`src/rtl/lsu_pkg.sv`:
```
package lsu_pkg;
  localparam int unsigned WORD_W     = 32;
  localparam int unsigned LANES      = WORD_W / 8;
  localparam int unsigned LANE_IDX_W = $clog2(LANES);

  typedef enum logic [1:0] {
    SZ_BYTE = 2'd0,
    SZ_HALF = 2'd1,
    SZ_WORD = 2'd2,
    SZ_NONE = 2'd3
  } acc_size_e;

  typedef struct packed {
    acc_size_e size;
    logic      is_signed;
    logic      legal;
  } acc_kind_t;
endpackage

```
`src/rtl/lsu_decode.sv`:
```
module lsu_decode
  import lsu_pkg::*;
(
  input  logic       is_store_i,
  input  logic [2:0] code_i,
  output acc_kind_t  kind_o
);
  always_comb begin
    kind_o.size      = acc_size_e'(code_i[1:0]);
    kind_o.is_signed = ~code_i[2];
    if (is_store_i) kind_o.legal = (code_i == 3'b000) || (code_i == 3'b001) || (code_i == 3'b010);
    else            kind_o.legal = (code_i[1:0] != 2'b11) && !(code_i[2] && code_i[1]);
  end
endmodule

```
`src/rtl/lsu_store_align.sv`:
```
module lsu_store_align
  import lsu_pkg::*;
#(
  parameter int unsigned N_LANES = LANES,
  localparam int unsigned IDX_W  = $clog2(N_LANES),
  localparam int unsigned DW     = 8 * N_LANES
) (
  input  acc_size_e          size_i,
  input  logic [IDX_W-1:0]   off_i,
  input  logic [DW-1:0]      src_i,
  output logic [N_LANES-1:0] be_o,
  output logic [DW-1:0]      data_o
);
  for (genvar g = 0; g < N_LANES; g++) begin : g_lane
    localparam logic [IDX_W-1:0] LI = IDX_W'(g);
    logic       lane_en;
    logic [7:0] lane_byte;
    always_comb begin
      case (size_i)
        SZ_BYTE: begin
          lane_en   = (off_i == LI);
          lane_byte = src_i[7:0];
        end
        SZ_HALF: begin
          lane_en   = (off_i[IDX_W-1:1] == LI[IDX_W-1:1]);
          lane_byte = src_i[8*(g%2) +: 8];
        end
        default: begin
          lane_en   = 1'b1;
          lane_byte = src_i[8*g +: 8];
        end
      endcase
    end
    assign be_o[g]          = lane_en;
    assign data_o[8*g +: 8] = lane_en ? lane_byte : 8'h00;
  end
endmodule

```
`src/rtl/lsu_load_extract.sv`:
```
module lsu_load_extract
  import lsu_pkg::*;
#(
  parameter int unsigned N_LANES = LANES,
  localparam int unsigned IDX_W  = $clog2(N_LANES),
  localparam int unsigned DW     = 8 * N_LANES
) (
  input  logic [DW-1:0]    word_i,
  input  logic [IDX_W-1:0] off_i,
  input  acc_size_e        size_i,
  input  logic             is_signed_i,
  output logic [DW-1:0]    result_o
);
  logic [7:0]  sel_b;
  logic [15:0] sel_h;

  always_comb begin
    sel_b = word_i[8*off_i +: 8];
    sel_h = word_i[16*off_i[IDX_W-1:1] +: 16];
    case (size_i)
      SZ_BYTE: result_o = {{(DW-8){is_signed_i & sel_b[7]}}, sel_b};
      SZ_HALF: result_o = {{(DW-16){is_signed_i & sel_h[15]}}, sel_h};
      default: result_o = word_i;
    endcase
  end
endmodule

```
`src/rtl/lsu_lane_aligner.sv`:
```
module lsu_lane_aligner
  import lsu_pkg::*;
#(
  parameter int unsigned ADDR_W = 32,
  parameter int unsigned DISP_W = 12,
  localparam int unsigned DW    = WORD_W
) (
  input  logic              clk_i,
  input  logic              rst_ni,
  input  logic              req_valid_i,
  input  logic              req_store_i,
  input  logic [2:0]        req_code_i,
  input  logic [ADDR_W-1:0] base_i,
  input  logic [DISP_W-1:0] disp_i,
  input  logic [DW-1:0]     wr_data_i,
  output logic              mem_req_o,
  output logic              mem_we_o,
  output logic [ADDR_W-1:0] mem_addr_o,
  output logic [LANES-1:0]  mem_be_o,
  output logic [DW-1:0]     mem_wdata_o,
  input  logic [DW-1:0]     mem_rdata_i,
  output logic              misaligned_o,
  output logic              illegal_o,
  output logic              load_valid_o,
  output logic [DW-1:0]     load_data_o
);
  acc_kind_t              kind;
  logic [ADDR_W-1:0]      eff_addr;
  logic [LANE_IDX_W-1:0]  lane_off;
  logic                   align_bad;
  logic [LANES-1:0]       be_raw;
  logic [DW-1:0]          wdata_raw;

  logic                   pend_q;
  logic [LANE_IDX_W-1:0]  off_q;
  acc_size_e              size_q;
  logic                   sign_q;

  lsu_decode i_decode (
    .is_store_i (req_store_i),
    .code_i     (req_code_i),
    .kind_o     (kind)
  );

  assign eff_addr = base_i + {{(ADDR_W-DISP_W){disp_i[DISP_W-1]}}, disp_i};
  assign lane_off = eff_addr[LANE_IDX_W-1:0];

  always_comb begin
    case (kind.size)
      SZ_HALF: align_bad = lane_off[0];
      SZ_WORD: align_bad = |lane_off;
      default: align_bad = 1'b0;
    endcase
  end

  assign illegal_o    = req_valid_i & ~kind.legal;
  assign misaligned_o = req_valid_i & kind.legal & align_bad;
  assign mem_req_o    = req_valid_i & kind.legal & ~align_bad;
  assign mem_we_o     = mem_req_o & req_store_i;
  assign mem_addr_o   = {eff_addr[ADDR_W-1:LANE_IDX_W], {LANE_IDX_W{1'b0}}};

  lsu_store_align #(.N_LANES(LANES)) i_store_align (
    .size_i (kind.size),
    .off_i  (lane_off),
    .src_i  (wr_data_i),
    .be_o   (be_raw),
    .data_o (wdata_raw)
  );

  assign mem_be_o    = mem_req_o ? be_raw : '0;
  assign mem_wdata_o = mem_we_o ? wdata_raw : '0;

  always_ff @(posedge clk_i or negedge rst_ni) begin
    if (!rst_ni) begin
      pend_q <= 1'b0;
      off_q  <= '0;
      size_q <= SZ_WORD;
      sign_q <= 1'b0;
    end else begin
      pend_q <= mem_req_o & ~req_store_i;
      if (mem_req_o && !req_store_i) begin
        off_q  <= lane_off;
        size_q <= kind.size;
        sign_q <= kind.is_signed;
      end
    end
  end

  lsu_load_extract #(.N_LANES(LANES)) i_load_extract (
    .word_i      (mem_rdata_i),
    .off_i       (off_q),
    .size_i      (size_q),
    .is_signed_i (sign_q),
    .result_o    (load_data_o)
  );

  assign load_valid_o = pend_q;

  logic [DW-1:0] be_mask;
  for (genvar g = 0; g < LANES; g++) begin : g_mask
    assign be_mask[8*g +: 8] = {8{mem_be_o[g]}};
  end

  assert_addr_word_R1: assert property (@(posedge clk_i) disable iff (!rst_ni)
    mem_req_o |-> (mem_addr_o[LANE_IDX_W-1:0] == '0));
  assert_be_shape_R2: assert property (@(posedge clk_i) disable iff (!rst_ni)
    mem_req_o |-> (mem_be_o inside {4'b0001, 4'b0010, 4'b0100, 4'b1000, 4'b0011, 4'b1100, 4'b1111}));
  assert_unused_lanes_zero_R3: assert property (@(posedge clk_i) disable iff (!rst_ni)
    mem_we_o |-> ((mem_wdata_o & ~be_mask) == '0));
  assert_zext_byte_R5: assert property (@(posedge clk_i) disable iff (!rst_ni)
    (load_valid_o && !sign_q && size_q == SZ_BYTE) |-> (load_data_o[DW-1:8] == '0));
  assert_resp_after_read_R7: assert property (@(posedge clk_i) disable iff (!rst_ni)
    (mem_req_o && !mem_we_o) |=> load_valid_o);
  assert_no_stray_resp_R7: assert property (@(posedge clk_i) disable iff (!rst_ni)
    !(mem_req_o && !mem_we_o) |=> !load_valid_o);
  assert_misalign_blocks_R8: assert property (@(posedge clk_i) disable iff (!rst_ni)
    misaligned_o |-> !mem_req_o);
  assert_illegal_blocks_R9: assert property (@(posedge clk_i) disable iff (!rst_ni)
    illegal_o |-> (!mem_req_o && !misaligned_o));
  assert_idle_quiet_R10: assert property (@(posedge clk_i) disable iff (!rst_ni)
    !req_valid_i |-> (!mem_req_o && !illegal_o && !misaligned_o));
  assert_store_no_resp_R11: assert property (@(posedge clk_i) disable iff (!rst_ni)
    mem_we_o |=> !load_valid_o);
endmodule

```
`config.mk`:
```
export PLATFORM = sky130hd
export DESIGN_NAME = lsu_lane_aligner
export DESIGN_NICKNAME = d
export VERILOG_FILES = /design/src/rtl/lsu_pkg.sv /design/src/rtl/lsu_decode.sv /design/src/rtl/lsu_store_align.sv /design/src/rtl/lsu_load_extract.sv /design/src/rtl/lsu_lane_aligner.sv
export SDC_FILE = /design/constraint.sdc
export NUM_CORES = 1
export LEC_CHECK = 0
export BUFFER_PORTS_ARGS = -buffer_cell sky130_fd_sc_hd__buf_4
export CAP_MARGIN = 30
export CORE_MARGIN = 2
export CORE_UTILIZATION = 45
export DETAILED_ROUTE_END_ITERATION = 10
export GPL_ROUTABILITY_DRIVEN = 0
export PLACE_DENSITY = 0.9
export SLEW_MARGIN = 10
export SYNTH_ARGS = -nofsm -noshare
export SYNTH_HDL_FRONTEND = slang
export SYNTH_SLANG_ARGS = --single-unit
```
`constraint.sdc`:
```
create_clock -name clk_i -period 4.6 [get_ports clk_i]
set_clock_uncertainty 0.2 [all_clocks]
set_input_delay 0.92 -clock clk_i [delete_from_list [all_inputs] [get_ports clk_i]]
set_output_delay 0.92 -clock clk_i [all_outputs]
set_load 0.02 [all_outputs]
```
# --- Word level (Yosys, flattened, before mapping) ---
# Cells that the tools add are included.
# W data, S select, Z words.
classes:
  n_reduce_logical: 13
  muxes: 16
  n_shift: 2
  add_sub_neg: 1
  bitwise_logic: 13
  n_eq_ne: 9
op_table:
  columns: ["operator", "count"]
  rows:
  - ["$pmux W32 S2", 1]
  - ["$mux W8", 6]
  - ["$add A32 B32 Y32", 1]
  - ["$mux W32", 1]
  - ["$shiftx A32 B6 Y16", 1]
  - ["$shiftx A32 B6 Y8", 1]
  - ["$pmux W8 S2", 1]
  - ["$pmux W1 S2", 5]
  - ["$and A1 B1 Y1", 8]
  - ["$eq A2 B1 Y1 const B", 3]
  - ["$eq A2 B2 Y1 const B", 3]
  - ["$logic_not A2 Y1", 3]
  - ["$not A1 Y1", 5]
  - ["$mux W4", 1]
  - ["$reduce_or A2 Y1", 2]
  - ["$eq A3 B1 Y1 const B", 1]
  - ["$eq A3 B2 Y1 const B", 1]
  - ["$logic_and A1 B1 Y1", 3]
  - ["$logic_not A3 Y1", 1]
  - ["$logic_not A1 Y1", 2]
  - ["$logic_or A1 B1 Y1", 2]
  - ["$ne A2 B2 Y1 const B", 1]
  - ["$mux W1", 1]
totals:
  elab_cells: 58
  regBits: 6

# --- Longest topological paths before layout ---
# Gate-level depths: netlist of run 1.
logic_depth:
  word_depth: 8
  ltp_mapped: 11
  ltp_nobuf: 10

# --- Hierarchy ---
# Synthesis of run 1 repeated with hierarchy kept, for this count alone.
hier_totals:
  hier_cells: 579
  area_unflattened_um2: 3935.0
by_module_without_submodules:
  columns: ["module", "cells_each", "n_inst", "area_each_um2", "seq_area_each_um2"]
  rows:
  - ["lsu_lane_aligner", 363, 1, 2592.5, 151.4]
  - ["lsu_load_extract", 117, 1, 724.4, 0.0]
  - ["lsu_store_align", 94, 1, 586.8, 0.0]
  - ["lsu_decode", 5, 1, 31.3, 0.0]

# --- Least setup slack after synthesis of run 1 ---
# No wires, ideal clock.
synth_path:
  path_type: "input to output"
  from: "input base_i[0]"
  to: "output mem_wdata_o[31]"
  stages: 10
  path_slack_ns: 0.506
  n_path_buf: 0
  t_required_ns: 3.480
  t_arrival_ns: 2.974
  path_cell_list: "ha_1 > inv_1 > fa_1 > o21ai_0 > nand2_1 > nand2_1 > or2_2 > inv_1 > and2_1 > and3_1"
synth_via:
  elab_chain_cells: 7
synth_rtl:
  columns: ["item", "line_no", "source"]
  rows:
  - ["from (decl)", "lsu_lane_aligner.sv:13", "input logic [ADDR_W-1:0] base_i,"]
  - ["$add A32 B32 Y32 (*)", "lsu_lane_aligner.sv:45", "assign eff_addr = base_i + {{(ADDR_W-DISP_W){disp_i[DISP_W-1]}}, disp_i};"]
  - ["$reduce_or A2 Y1", "lsu_lane_aligner.sv:51", "SZ_WORD: align_bad = |lane_off;"]
  - ["$pmux W1 S2 (*)", "lsu_lane_aligner.sv:49", "case (kind.size)"]
  - ["$not A1 Y1 (*)", "lsu_lane_aligner.sv:58", "assign mem_req_o = req_valid_i & kind.legal & ~align_bad;"]
  - ["$and A1 B1 Y1 (*)", "lsu_lane_aligner.sv:58", null]
  - ["net mem_req_o", "lsu_lane_aligner.sv:16", "output logic mem_req_o,"]
  - ["$and A1 B1 Y1 (*)", "lsu_lane_aligner.sv:59", "assign mem_we_o = mem_req_o & req_store_i;"]
  - ["$mux W32 (*)", "lsu_lane_aligner.sv:71", "assign mem_wdata_o = mem_we_o ? wdata_raw : '0;"]
  - ["to (decl)", "lsu_lane_aligner.sv:20", "output logic [DW-1:0] mem_wdata_o,"]
# The timed path passes the listed nets; every way through them passes the cells marked *.

# --- Worst setup path after layout of run 1 ---
layout_path:
  from: "input disp_i[11]"
  to: "output mem_addr_o[31]"
layout_via:
  elab_chain_cells: 1
layout_rtl:
  columns: ["item", "line_no", "source"]
  rows:
  - ["from (decl)", "lsu_lane_aligner.sv:14", "input logic [DISP_W-1:0] disp_i,"]
  - ["$add A32 B32 Y32", "lsu_lane_aligner.sv:45", null]
  - ["to (decl)", "lsu_lane_aligner.sv:18", "output logic [ADDR_W-1:0] mem_addr_o,"]
# Every way passes these cells.

==> Implementation_results.wiki, run 1 <==
{| class="wikitable"
! Metric !! Value
|-
| Outcome || finished, final reports clean
|-
| Pin count of the biggest net entering global routing || 39
|-
| Overall die area || 8840 sq um
|-
| Routed wire per std cell || 15.7 microns
|-
| Synth top area cells || ha_1 (12%), a21oi_1 (7.8%), a21o_1 (7.4%)
|-
| Sequential group share of total power || 0.086
|-
| HPWL after detailed placement || 10,600 microns
|-
| Antenna diode count || 0
|-
| Clock power share || 0.061
|-
| Portion of synthesized cell area occupied by the leading cell type || 0.120
|-
| Final Non-Filler Cells || 830
|-
| Endpoint class of the critical path || output pin
|-
| Total leakage power || 2.73 nW
|-
| Layout Area Growth over Synthesis || 41.4%
|-
| Via count of the first global-routing pass || 4,315
|-
| Post-CTS Hold Fix Bufs || 0
|-
| Area of the multi-input gates || 3040 sq um
|-
| Clock sink count || 6
|-
| Overall global routing resource usage || 0.272
|-
| DR vias/cell || 5.78
|-
| Post-DRT Antenna Nets || 0
|-
| Inst Count DP || 826
|-
| Share of final-layout standard cells stronger than drive strength 1 || 0.341
|-
| Number of antenna violations at the first check in global routing || 0
|-
| Max-slew headroom || 0.570
|-
| Starting density of the core || 0.467
|-
| Number of cells on the worst reg-to-reg path || 2
|-
| Reg2reg end || size_q[1]$_DFFE_PN1P_
|-
| Worst path cell trace || buf_4 -> ha_1 -> nand4_1 -> or4_1 -> a211oi_2 -> a211oi_2 -> o21bai_1 -> a21oi_1 -> xnor2_1 -> buf_4
|-
| CTS root buffer || clkbuf_8
|-
| First element of the critical path || disp_i[11]
|-
| Buf+Inv Stages, Crit Path || 2
|-
| Library cells used by synthesis || 58
|-
| First-pass DRT Iterations || 5
|-
| R2R Setup Slk || 3.20 ns
|-
| Power per cell area || 263 nW/um^2
|-
| YS warnings || 0
|-
| Power Internal || 0.000643 W
|-
| Largest stage delay, worst path || 0.58 ns
|-
| Wirelength, routed || 13,000 microns
|-
| Sequential area share after synthesis || 0.0415
|-
| Fraction of the cycle the final worst path needs || 0.962
|-
| Data arrival time at the worst-slack endpoint || 3.30 ns
|-
| Critical R2R Launch || size_q[1]$_DFFE_PN1P_
|-
| Critical-path maximum fanout || 21
|-
| Dominant cell by count in the synthesized netlist || nand2_1
|-
| Unrepaired setup endpoints after global routing || no
|-
| Most numerous cell types in the synthesized netlist || nand2_1 (71), a21oi_1 (57), nor2_1 (51), a21o_1 (36), ha_1 (35)
|-
| Cell type of the slowest stage on the worst timing path || or4_1
|-
| FF+latch count, synth || 6
|-
| Via count of the routed design || 4,794
|-
| Clock latency of the later-clocked register in the worst-skew pair || 0.22 ns
|-
| Number of setup violations in the final report || 0
|-
| Setup TNS after final layout || 0 ns
|-
| Total I/O pin count || 220
|-
| Wire length of the first global-routing pass || 19,900 microns
|-
| Post-synthesis area per instance || 6.51 sq um
|-
| Synth area leader || ha_1
|-
| Placement Rows || 32
|-
| Core region area || 7810 sq um
|-
| Combined area of all synthesized cells || 3650 sq um
|-
| H-tree depth || 1
|-
| Width of the chip || 94.0 microns
|-
| Fraction of synthesis flops using an asynchronous set or reset pin || 1.00
|-
| Achievable clock frequency || 226 MHz
|-
| Count of flip-flops with a built-in enable after synthesis || 0
|-
| Switch Pwr || 0.000716 W
|-
| Type of the worst min-delay path || primary input to async pin
|-
| Fraction of power spent switching nets || 0.527
|-
| Clock slew at reported path FFs || 0.04 ns
|-
| Predominant post-synthesis flop cell || dfrtp_1
|-
| Final number of hold-violating endpoints || 0
|-
| Gate Count Post-Synth || 560
|-
| Kind of cell with the highest combined delay on the critical path || simple AND/OR/NAND/NOR gates
|-
| Worst Setup Start Kind || primary input
|-
| Slew Limit Fails || 0
|-
| # DRC || 0
|-
| Gr ovfl total || 0
|-
| Final critical delay including setup and external delays || 4.42 ns
|-
| Number of buffers inserted during clock tree synthesis || 3
|-
| Overall die height || 94.0 microns
|-
| Maximum resistive drop on vdd || 166 uV
|-
| Fill cell count || 652
|-
| Iteration-0 DRC count of the detailed router || 192
|-
| Buffers inserted by post-CTS timing repair || 0
|-
| Kind of critical path || primary input to output pin
|-
| Number of gates resized after CTS || 0
|-
| Total area of sequential cells || 151 sq um
|-
| Maximum clock insertion buffer count || 2
|-
| Number of port buffers || 217
|-
| Max-capacitance violation count || 0
|-
| Req. time, crit path || 3.48 ns
|-
| TritonCTS clock tree || built
|-
| Final-stage net count || 880
|-
| Transition at the pin with the smallest max-transition slack || 0.645 ns
|-
| Comb pwr share || 0.854
|}
[registers in the layout (all words and copies together), names as in the netlist]
register,count
size_q,2
load_valid_o,1
off_q,2
sign_q,1
[worst max path at each step]
| stage | endpoint | slack [ns] | depth (start not counted) |
|---|---|---|---|
| finish | mem_addr_o[31] | 0.18 | 10 |
| global route | mem_addr_o[30] | 0.04 | 12 |
| CTS | mem_addr_o[30] | 0.07 | 12 |
| detailed placement | mem_addr_o[30] | 0.06 | 12 |
| global placement | mem_addr_o[30] | 0.14 | 12 |
| floorplan | mem_wdata_o[31] | 0.51 | 10 |
[routing by layer]
metal | track usage | part of all wire
met5 | 0 | 0
met4 | 0.0833 | 0.020
met3 | 0.0329 | 0.081
met2 | 0.498 | 0.49
met1 | 0.329 | 0.41
[cell families (layout without fill, tap and decap cells)]
family / Yosys count / count (layout) / share of synthesized area
AO/OA/AOI/OAI: 198 / 198 / 0.363
XOR/XNOR: 26 / 26 / 0.0624
adder cells (fa/ha/maj): 36 / 36 / 0.126
buffers and inverters: 86 / 253 / 0.128
flip-flops: 6 / 6 / 0.0415
multiplexers: 12 / 12 / 0.0340
other: 1 / 2 / 0.00103
AND/OR/NAND/NOR: 195 / 195 / 0.245
[stage by stage]
stage / worst slack, ns / instance area, sq um / hold WS, ns / util / power, W
5_1_grt: 0.0407 / 5160 / 0.289 / 0.661 / 0.00145
6_report: 0.177 / 5160 / 0.294 / 0.661 / 0.00136
3_3_place_gp: 0.144 / 5090 / 0.298 / 0.652 / 0.00124
2_1_floorplan: 0.506 / 3650 / 0.272 / - / 0.000892
3_5_place_dp: 0.0620 / 5100 / 0.306 / 0.653 / 0.00126
4_1_cts: 0.0657 / 5150 / 0.294 / 0.659 / 0.00135
[power groups by stage]
stage | sequential, W | combinational (W) | clock, W
CTS | 0.000115 | 0.00115 | 0.0000839
global route | 0.000121 | 0.00124 | 0.0000888
floorplan | 0.0000769 | 0.000815 | 0
finish | 0.000117 | 0.00116 | 0.0000823
global placement | 0.000113 | 0.00112 | 0
detailed placement | 0.000115 | 0.00114 | 0
[placed cells by master, fill, tap and decap left out, types with 9 or more instances in the layout]
master,n
a31oi_1,9
a21oi_1,57
inv_1,21
mux2i_1,9
o21ai_0,28
nor3_1,12
nand3_1,12
and2_1,11
nor2_1,51
a22oi_1,9
nand2_1,71
buf_4,228
a21o_1,36
ha_1,35
xnor2_1,18
a22o_1,10
[cell type report]
| type | instances | area share |
|---|---|---|
| multi-input cells | 469 | 0.590 |
| repair buffers | 228 | 0.332 |
| flip-flops and latches | 6 | 0.0293 |
| well taps | 102 | 0.0247 |
| inverters | 21 | 0.0153 |
| clock buffers | 4 | 0.00873 |
Note: power is estimated with default switching activity, not from simulation.
==> inputs of run 2 (changes only) <==
--- a/config.mk
+++ b/config.mk
@@ -5,13 +5,13 @@
 export SDC_FILE = /design/constraint.sdc
 export NUM_CORES = 1
 export LEC_CHECK = 0
-export BUFFER_PORTS_ARGS = -buffer_cell sky130_fd_sc_hd__buf_4
 export CAP_MARGIN = 30
-export CORE_MARGIN = 2
-export CORE_UTILIZATION = 45
+export CORE_AREA = 2 2 84 86
 export DETAILED_ROUTE_END_ITERATION = 10
+export DIE_AREA = 0 0 86 88
+export DONT_BUFFER_PORTS = 1
 export GPL_ROUTABILITY_DRIVEN = 0
-export PLACE_DENSITY = 0.9
+export PLACE_DENSITY = 0.77
 export SLEW_MARGIN = 10
 export SYNTH_ARGS = -nofsm -noshare
 export SYNTH_HDL_FRONTEND = slang
==> Implementation_results.wiki, run 2 (synthesis results as in run 1) <==
{| class="wikitable"
! Metric !! Value
|-
| Post-CTS Hold Fix Bufs || 0 (unchanged)
|-
| Clock power share || 0.079 (+0.018)
|-
| Power Internal || 0.000408 W (-37%)
|-
| Fraction of power spent switching nets || 0.609 (+0.0815)
|-
| Via count of the routed design || 4,043 (-16%)
|-
| Setup TNS after final layout || 0 ns (unchanged)
|-
| Antenna diode count || 0 (unchanged)
|-
| Max-slew headroom || 0.529 (-0.0410)
|-
| Endpoint class of the critical path || output pin
|-
| Gr ovfl total || 0 (unchanged)
|-
| Comb pwr share || 0.810 (-0.044)
|-
| Power per cell area || 285 nW/um^2 (+8.0%)
|-
| Final number of hold-violating endpoints || 0 (unchanged)
|-
| Clock latency of the later-clocked register in the worst-skew pair || 0.22 ns (about the same)
|-
| Final Non-Filler Cells || 614 (-26%)
|-
| Achievable clock frequency || 225 MHz (-0.61%)
|-
| Number of port buffers || 0 (-100%)
|-
| Width of the chip || 86 microns (-8.5%)
|-
| Transition at the pin with the smallest max-transition slack || 0.699 ns (+0.0541 ns)
|-
| Wire length of the first global-routing pass || 16,800 microns (-16%)
|-
| Starting density of the core || 0.549 (+0.0818)
|-
| Total leakage power || 1.78 nW (-35%)
|-
| Clock slew at reported path FFs || 0.04 ns (about the same)
|-
| Worst Setup Start Kind || primary input
|-
| Number of gates resized after CTS || 0 (unchanged)
|-
| HPWL after detailed placement || 9140 microns (-14%)
|-
| Critical R2R Launch || size_q[1]$_DFFE_PN1P_
|-
| Inst Count DP || 610 (-26%)
|-
| Maximum clock insertion buffer count || 2 (unchanged)
|-
| Type of the worst min-delay path || primary input to async pin
|-
| Placement-stage cell area || 3620 sq um (-29%)
|-
| Number of cells on the worst reg-to-reg path || 2 (unchanged)
|-
| Final-stage net count || 686 (-22%)
|-
| Number of antenna violations at the first check in global routing || 0 (unchanged)
|-
| Number of setup violations in the final report || 0 (unchanged)
|-
| R2R Setup Slk || 3.22 ns (+0.02 ns)
|-
| Registers with the highest flip-flop counts || off_q x2, size_q x2
|-
| Req. time, crit path || 3.48 ns (about the same)
|-
| Global-route layer with the greatest usage || met2
|-
| Unrepaired setup endpoints after global routing || no
|-
| Kind of critical path || primary input to output pin
|-
| Fraction of the cycle the final worst path needs || 0.967 (+0.00585)
|-
| Final critical delay including setup and external delays || 4.45 ns (+0.0269 ns)
|-
| # DRC || 0 (unchanged)
|-
| Most common cell after layout, fill and taps aside || nand2_1
|-
| Slew Limit Fails || 0 (unchanged)
|-
| Maximum resistive drop on vdd || 105 uV (-36%)
|-
| Met2 demand-to-capacity share in global routing || 0.502 (+0.00414)
|-
| Overall die area || 7570 sq um (-14%)
|-
| Most used cells in the layout excluding fill and tap cells || nand2_1 (71), a21oi_1 (57), nor2_1 (51), a21o_1 (36), ha_1 (35)
|-
| Smallest hold slack || 0.193 ns (-0.101 ns)
|-
| Overall global routing resource usage || 0.268 (-0.00442)
|-
| Post-DRT Antenna Nets || 0 (unchanged)
|-
| DR vias/cell || 6.58 (+14%)
|-
| Wirelength, routed || 11,200 microns (-14%)
|-
| Core region area || 6640 sq um (-15%)
|-
| Via count of the first global-routing pass || 3,624 (-16%)
|-
| CTS root buffer || clkbuf_8
|-
| Outcome || finished, final reports clean
|-
| Data arrival time at the worst-slack endpoint || 3.33 ns (+0.03 ns)
|-
| Share of final-layout standard cells stronger than drive strength 1 || 0.0974 (-0.243)
|-
| Global-route track usage on met3 || 0.0575 (+0.0246)
|-
| Overall die height || 88 microns (-6.4%)
|-
| Max-capacitance violation count || 0 (unchanged)
|-
| Finished Cell Area || 3660 sq um (-29%)
|-
| Number of buffers inserted during clock tree synthesis || 3 (unchanged)
|-
| Global routing usage on met1 || 0.308 (-0.0203)
|-
| Clock sink count || 6 (unchanged)
|-
| Critical-path maximum fanout || 5 (-76%)
|-
| TritonCTS clock tree || built
|-
| Sequential group share of total power || 0.111 (+0.025)
|-
| Total chip power || 0.00104 W (-23%)
|-
| H-tree depth || 1 (unchanged)
|-
| Routed wire per std cell || 18.2 microns (+16%)
|-
| Placement Rows || 30 (-6.3%)
|-
| Iteration-0 DRC count of the detailed router || 175 (-8.9%)
|-
| Buffers inserted by post-CTS timing repair || 0 (unchanged)
|-
| Switch Pwr || 0.000634 W (-11%)
|-
| Pin count of the biggest net entering global routing || 39 (unchanged)
|-
| Reg2reg end || size_q[1]$_DFFE_PN1P_
|-
| First-pass DRT Iterations || 5 (unchanged)
|-
| Total I/O pin count || 220 (unchanged)
|-
| Layout Area Growth over Synthesis || 0.412%
|}
run 2: cell types whose count changed in the layout (fill, tap and decap cells not counted):
cell | previous run | this run
nor4_1 | 2 | 3
o2111ai_2 | 1 | 0
o2111ai_1 | 0 | 1
buf_4 | 228 | 34
nor4_2 | 1 | 0
run 2: cell type report:
cell class / count / area [sq um]
Sequential cell: 6 / 151
Inverter: 21 / 78.8
Multi-Input combinational cell: 469 / 3030
Fill cell: 636 / 2980
Clock buffer: 4 / 45.0
Tap cell: 80 / 100
Timing Repair Buffer: 34 / 255
run 2: how the worst max path moves through the flow:
stage	start	to	slack [ns]	depth (start not counted)
after floorplan	base_i[0]	mem_wdata_o[31]	0.51	10
after global placement	base_i[0]	mem_addr_o[30]	0.28	11
after detailed placement	base_i[0]	mem_addr_o[30]	0.20	11
after CTS	base_i[0]	mem_addr_o[30]	0.19	11
after global routing	base_i[0]	mem_addr_o[30]	0.02	11
final	base_i[0]	mem_addr_o[30]	0.15	11
run 2: metal layers:
metal,wire (microns),up-vias,share of wire
met5,0,-,0
met4,227,0,0.020
met3,988,24,0.089
met2,5550,218,0.50
met1,4390,1866,0.39
li1,-,1935,-
run 2: power by group through the flow:
stage	Sequential, W	Clock (W)	Combinational [W]
floorplan	0.0000769	0	0.000815
global placement	0.000113	0	0.000821
detailed placement	0.000114	0	0.000834
CTS	0.000114	0.0000834	0.000838
global route	0.000120	0.0000882	0.000911
finish	0.000115	0.0000827	0.000844
run 2: critical path: stages:
cell,delay [ns]
ha_1,0.15
inv_1,0.06
fa_1,0.40
nand2b_1,0.18
a21oi_1,0.25
o211ai_2,0.12
a21oi_2,0.23
o2111ai_1,0.27
and4_1,0.30
nor4_1,0.25
buf_4,0.18
run 2: metrics by stage:
stage	setup slack (ns)	utilization
2_1_floorplan	0.506	-
3_3_place_gp	0.279	0.544
3_5_place_dp	0.205	0.544
4_1_cts	0.190	0.551
5_1_grt	0.0242	0.551
6_report	0.150	0.551
==> inputs of run 3 (changes only) <==
--- a/config.mk
+++ b/config.mk
@@ -6,13 +6,14 @@
 export NUM_CORES = 1
 export LEC_CHECK = 0
 export CAP_MARGIN = 30
-export CORE_AREA = 2 2 84 86
+export CORE_AREA = 2 2 85 87
 export DETAILED_ROUTE_END_ITERATION = 10
-export DIE_AREA = 0 0 86 88
+export DIE_AREA = 0 0 87 89
 export DONT_BUFFER_PORTS = 1
 export GPL_ROUTABILITY_DRIVEN = 0
-export PLACE_DENSITY = 0.77
+export PLACE_DENSITY = 0.8
 export SLEW_MARGIN = 10
 export SYNTH_ARGS = -nofsm -noshare
 export SYNTH_HDL_FRONTEND = slang
+export SYNTH_HIERARCHICAL = 1
 export SYNTH_SLANG_ARGS = --single-unit
==> constraint.sdc (replaced) <==
create_clock -name clk_i -period 4.6 [get_ports clk_i]
set_clock_uncertainty 0.2 [all_clocks]
set_input_delay 0.92 -clock clk_i [delete_from_list [all_inputs] [get_ports clk_i]]
set_output_delay 0.92 -clock clk_i [all_outputs]
set_load 0.005 [all_outputs]
==> Implementation_results.wiki, run 3 <==
{| class="wikitable"
! Metric !! Value
|-
| Achievable clock frequency || 228 MHz (+1.2%)
|-
| Gate Count Post-Synth || 579 (+3.4%)
|-
| Cell type of the slowest stage on the worst timing path || fa_1
|-
| # DRC || 0 (unchanged)
|-
| DR vias/cell || 6.56 (-0.31%)
|-
| Number of buffers inserted during clock tree synthesis || 3 (unchanged)
|-
| Clock sink count || 6 (unchanged)
|-
| CTS root buffer || clkbuf_8
|-
| Number of setup violations in the final report || 0 (unchanged)
|-
| Final number of hold-violating endpoints || 0 (unchanged)
|-
| YS warnings || 6 (+6)
|-
| Type of the worst min-delay path || primary input to async pin
|-
| Buf+Inv Stages, Crit Path || 0 (-2)
|-
| Kind of critical path || primary input to output pin
|-
| Largest stage delay, worst path || 0.40 ns (about the same)
|-
| Outcome || finished, final reports clean
|-
| Routed wire per std cell || 19.2 microns (+5.5%)
|-
| Worst Slack Setup Final || 0.205 ns (+0.0548 ns)
|-
| Fill cell count || 655 (+3.0%)
|-
| Worst Setup Start Kind || primary input
|-
| Iteration-0 DRC count of the detailed router || 154 (-12%)
|-
| Power per cell area || 240 nW/um^2 (-16%)
|-
| Smallest hold slack || 0.194 ns (+0.000127 ns)
|-
| Most common cell after layout, fill and taps aside || nand2_1
|-
| Via count of the first global-routing pass || 3,419 (-5.7%)
|-
| Unrepaired setup endpoints after global routing || no
|-
| H-tree depth || 1 (unchanged)
|-
| Cell depth of the worst setup path || 9 (-2)
|-
| Data arrival time at the worst-slack endpoint || 3.27 ns (-0.06 ns)
|-
| Number of cells on the worst reg-to-reg path || 1 (-1)
|-
| Pin count of the biggest net entering global routing || 47 (+21%)
|-
| Number of port buffers || 0 (unchanged)
|-
| Area of the multi-input gates || 3290 sq um (+8.5%)
|-
| Combined area of all synthesized cells || 3940 sq um (+7.9%)
|-
| Max-capacitance violation count || 0 (unchanged)
|-
| Total I/O pin count || 220 (unchanged)
|-
| Max-slew headroom || 0.414 (-0.115)
|-
| Largest family of logic cells by synthesized area || compound AO/OA/AOI/OAI gates
|-
| Multiplexer fraction of the synthesized cell area || 0.0909 (+0.0570)
|-
| Overall die area || 7740 sq um (+2.3%)
|-
| Transition at the pin with the smallest max-transition slack || 0.872 ns (+0.173 ns)
|-
| Library cells used by synthesis || 62 (+6.9%)
|-
| Predominant post-synthesis flop cell || dfrtp_1
|-
| Number of antenna violations at the first check in global routing || 1 (+1)
|-
| Clock latency of the later-clocked register in the worst-skew pair || 0.22 ns (about the same)
|-
| Gr ovfl total || 0 (unchanged)
|-
| Post-Place Setup Slack || 0.137 ns (-0.0674 ns)
|-
| Kind of cell with the highest combined delay on the critical path || compound AO/OA/AOI/OAI gates
|-
| Xor/xnor cell area share of the yosys netlist || 0.0579 (-0.00457)
|-
| Portion of synthesized cell area occupied by the leading cell type || 0.105 (-0.0151)
|-
| Total leakage power || 1.72 nW (-2.9%)
|-
| Synthesized-area fraction occupied by ao, oa, aoi and oai cells || 0.304 (-0.0586)
|-
| Registers with the highest flip-flop counts || off_q x2, size_q x2
|-
| Total area of sequential cells || 151 sq um (unchanged)
|-
| Most numerous cell types in the synthesized netlist || nand2_1 (75), a21oi_1 (60), buf_4 (40), and3_1 (37), nor2_1 (36)
|-
| Final-stage net count || 663 (-3.4%)
|-
| Inst Count DP || 588 (-3.6%)
|-
| HPWL after detailed placement || 9140 microns (about the same)
|-
| Layout Area Growth over Synthesis || -7.03%
|-
| Wire length of the first global-routing pass || 16,300 microns (-3.2%)
|-
| Synth area leader || ha_1
|-
| Worst path cell trace || ha_1 -> fa_1 -> a21o_1 -> a221oi_4 -> a21oi_2 -> o31ai_4 -> o21bai_4 -> o21ai_1 -> mux2i_1
|-
| Post-synthesis adder-cell area fraction || 0.110 (-0.0155)
|-
| First-pass DRT Iterations || 5 (unchanged)
|-
| Fraction of the cycle the final worst path needs || 0.955 (-0.0119)
|-
| Fraction of synthesis flops using an asynchronous set or reset pin || 1.00 (unchanged)
|-
| Wirelength, routed || 11,400 microns (+2.1%)
|-
| Core region area || 6720 sq um (+1.1%)
|-
| Clock slew at reported path FFs || 0.04 ns (about the same)
|-
| Final critical delay including setup and external delays || 4.40 ns (-0.0548 ns)
|-
| Slew Limit Fails || 0 (unchanged)
|-
| Width of the chip || 87 microns (+1.2%)
|-
| Sequential area share after synthesis || 0.0385 (-0.00304)
|-
| TritonCTS clock tree || built
|-
| Critical-path maximum fanout || 5 (unchanged)
|-
| Overall global routing resource usage || 0.258 (-0.00908)
|-
| Count of flip-flops with a built-in enable after synthesis || 0 (unchanged)
|-
| R2R Setup Slk || 3.10 ns (-0.12 ns)
|-
| Maximum resistive drop on vdd || 77.1 uV (-27%)
|-
| Final Non-Filler Cells || 594 (-3.3%)
|-
| Maximum clock insertion buffer count || 2 (unchanged)
|-
| Endpoint class of the critical path || output pin
|-
| Post-DRT Antenna Nets || 0 (unchanged)
|-
| Share of final-layout standard cells stronger than drive strength 1 || 0.0819 (-0.0155)
|-
| Synth top area cells || ha_1 (10%), a21oi_1 (7.6%), buf_4 (7.6%)
|-
| FF+latch count, synth || 6 (unchanged)
|-
| Placement Rows || 30 (unchanged)
|-
| Overall die height || 89 microns (+1.1%)
|-
| Via count of the routed design || 3,899 (-3.6%)
|-
| Setup TNS after final layout || 0 ns (unchanged)
|-
| Starting density of the core || 0.586 (+0.0367)
|-
| Post-CTS Hold Fix Bufs || 0 (unchanged)
|-
| Area fraction in and, or, nand and nor cells after synthesis || 0.267 (+0.0228)
|-
| Most used cells in the layout excluding fill and tap cells || nand2_1 (75), a21oi_1 (60), and3_1 (37), nor2_1 (35), ha_1 (33)
|-
| Dominant cell by count in the synthesized netlist || nand2_1
|-
| Post-synthesis area per instance || 6.80 sq um (+4.3%)
|-
| Req. time, crit path || 3.48 ns (about the same)
|}
## run 3: cell types whose count changed in the layout (fill, tap and decap cells not counted), sizes merged, moves of 12 or more
cell	before	now
a21o	36	24
a21oi	58	73
and3	7	37
buf	34	1
nor2	51	37
nor2b	3	16
## run 3: cells by family (layout without fill, tap and decap cells)
kind of cell    after synthesis  count (layout)
compound gates              180             180
xor+xnor                     26              26
fa+ha+maj                    34              34
buf+inv                      87              20
flops                         6               6
mux                          34              34
other cells                   1               3
simple gates                211             211
## run 3: cell type report
type | instances | area share
Inverter | 15 | 0.0154
Antenna cell | 1 | 0.000684
Tap cell | 80 | 0.0274
Sequential cell | 6 | 0.0414
Multi-Input combinational cell | 487 | 0.899
Clock buffer | 4 | 0.0123
Timing Repair Buffer | 1 | 0.00410
## run 3: layer usage
| layer | global-route usage | up-vias | wire, microns | share of wire |
|---|---|---|---|---|
| met5 | 0 | - | 0 | 0 |
| met4 | 0.0980 | 0 | 385 | 0.034 |
| li1 | - | 1907 | - | - |
| met3 | 0.0702 | 28 | 1100 | 0.097 |
| met2 | 0.470 | 176 | 5580 | 0.49 |
| met1 | 0.287 | 1788 | 4320 | 0.38 |
## run 3: power breakdown
part           internal, W  switching [W]  total [W]
combinational     0.000275       0.000395   0.000670
sequential       0.0000679      0.0000574   0.000125
clock            0.0000595      0.0000213  0.0000808
## run 3: path summary, 6_finish.rpt
check                                            from                endpoint
max in group asynchronous                      rst_ni   size_q[1]$_DFFE_PN1P_
min in group clk_i                 sign_q$_DFFE_PN0P_      sign_q$_DFFE_PN0P_
worst max-delay path                        base_i[0]          mem_addr_o[28]
worst min-delay path                           rst_ni  load_valid_o$_DFF_PN0_
worst min register to register     sign_q$_DFFE_PN0P_      sign_q$_DFFE_PN0P_
worst max register to register  size_q[1]$_DFFE_PN1P_   size_q[1]$_DFFE_PN1P_
## run 3: repair_timing
item | 4_1_cts | 5_1_grt
endpoints found under the setup margin | 0 | 1
setup buffers | 0 | 0
gates resized for setup | 0 | 1
## run 3: stage by stage
step,area [sq um],utilization,power (W)
5_1_grt,3660,0.544,0.000957
3_3_place_gp,3580,0.534,0.000768
4_1_cts,3630,0.540,0.000869
2_1_floorplan,3940,-,0.000784
3_5_place_dp,3580,0.534,0.000783
6_report,3660,0.545,0.000877
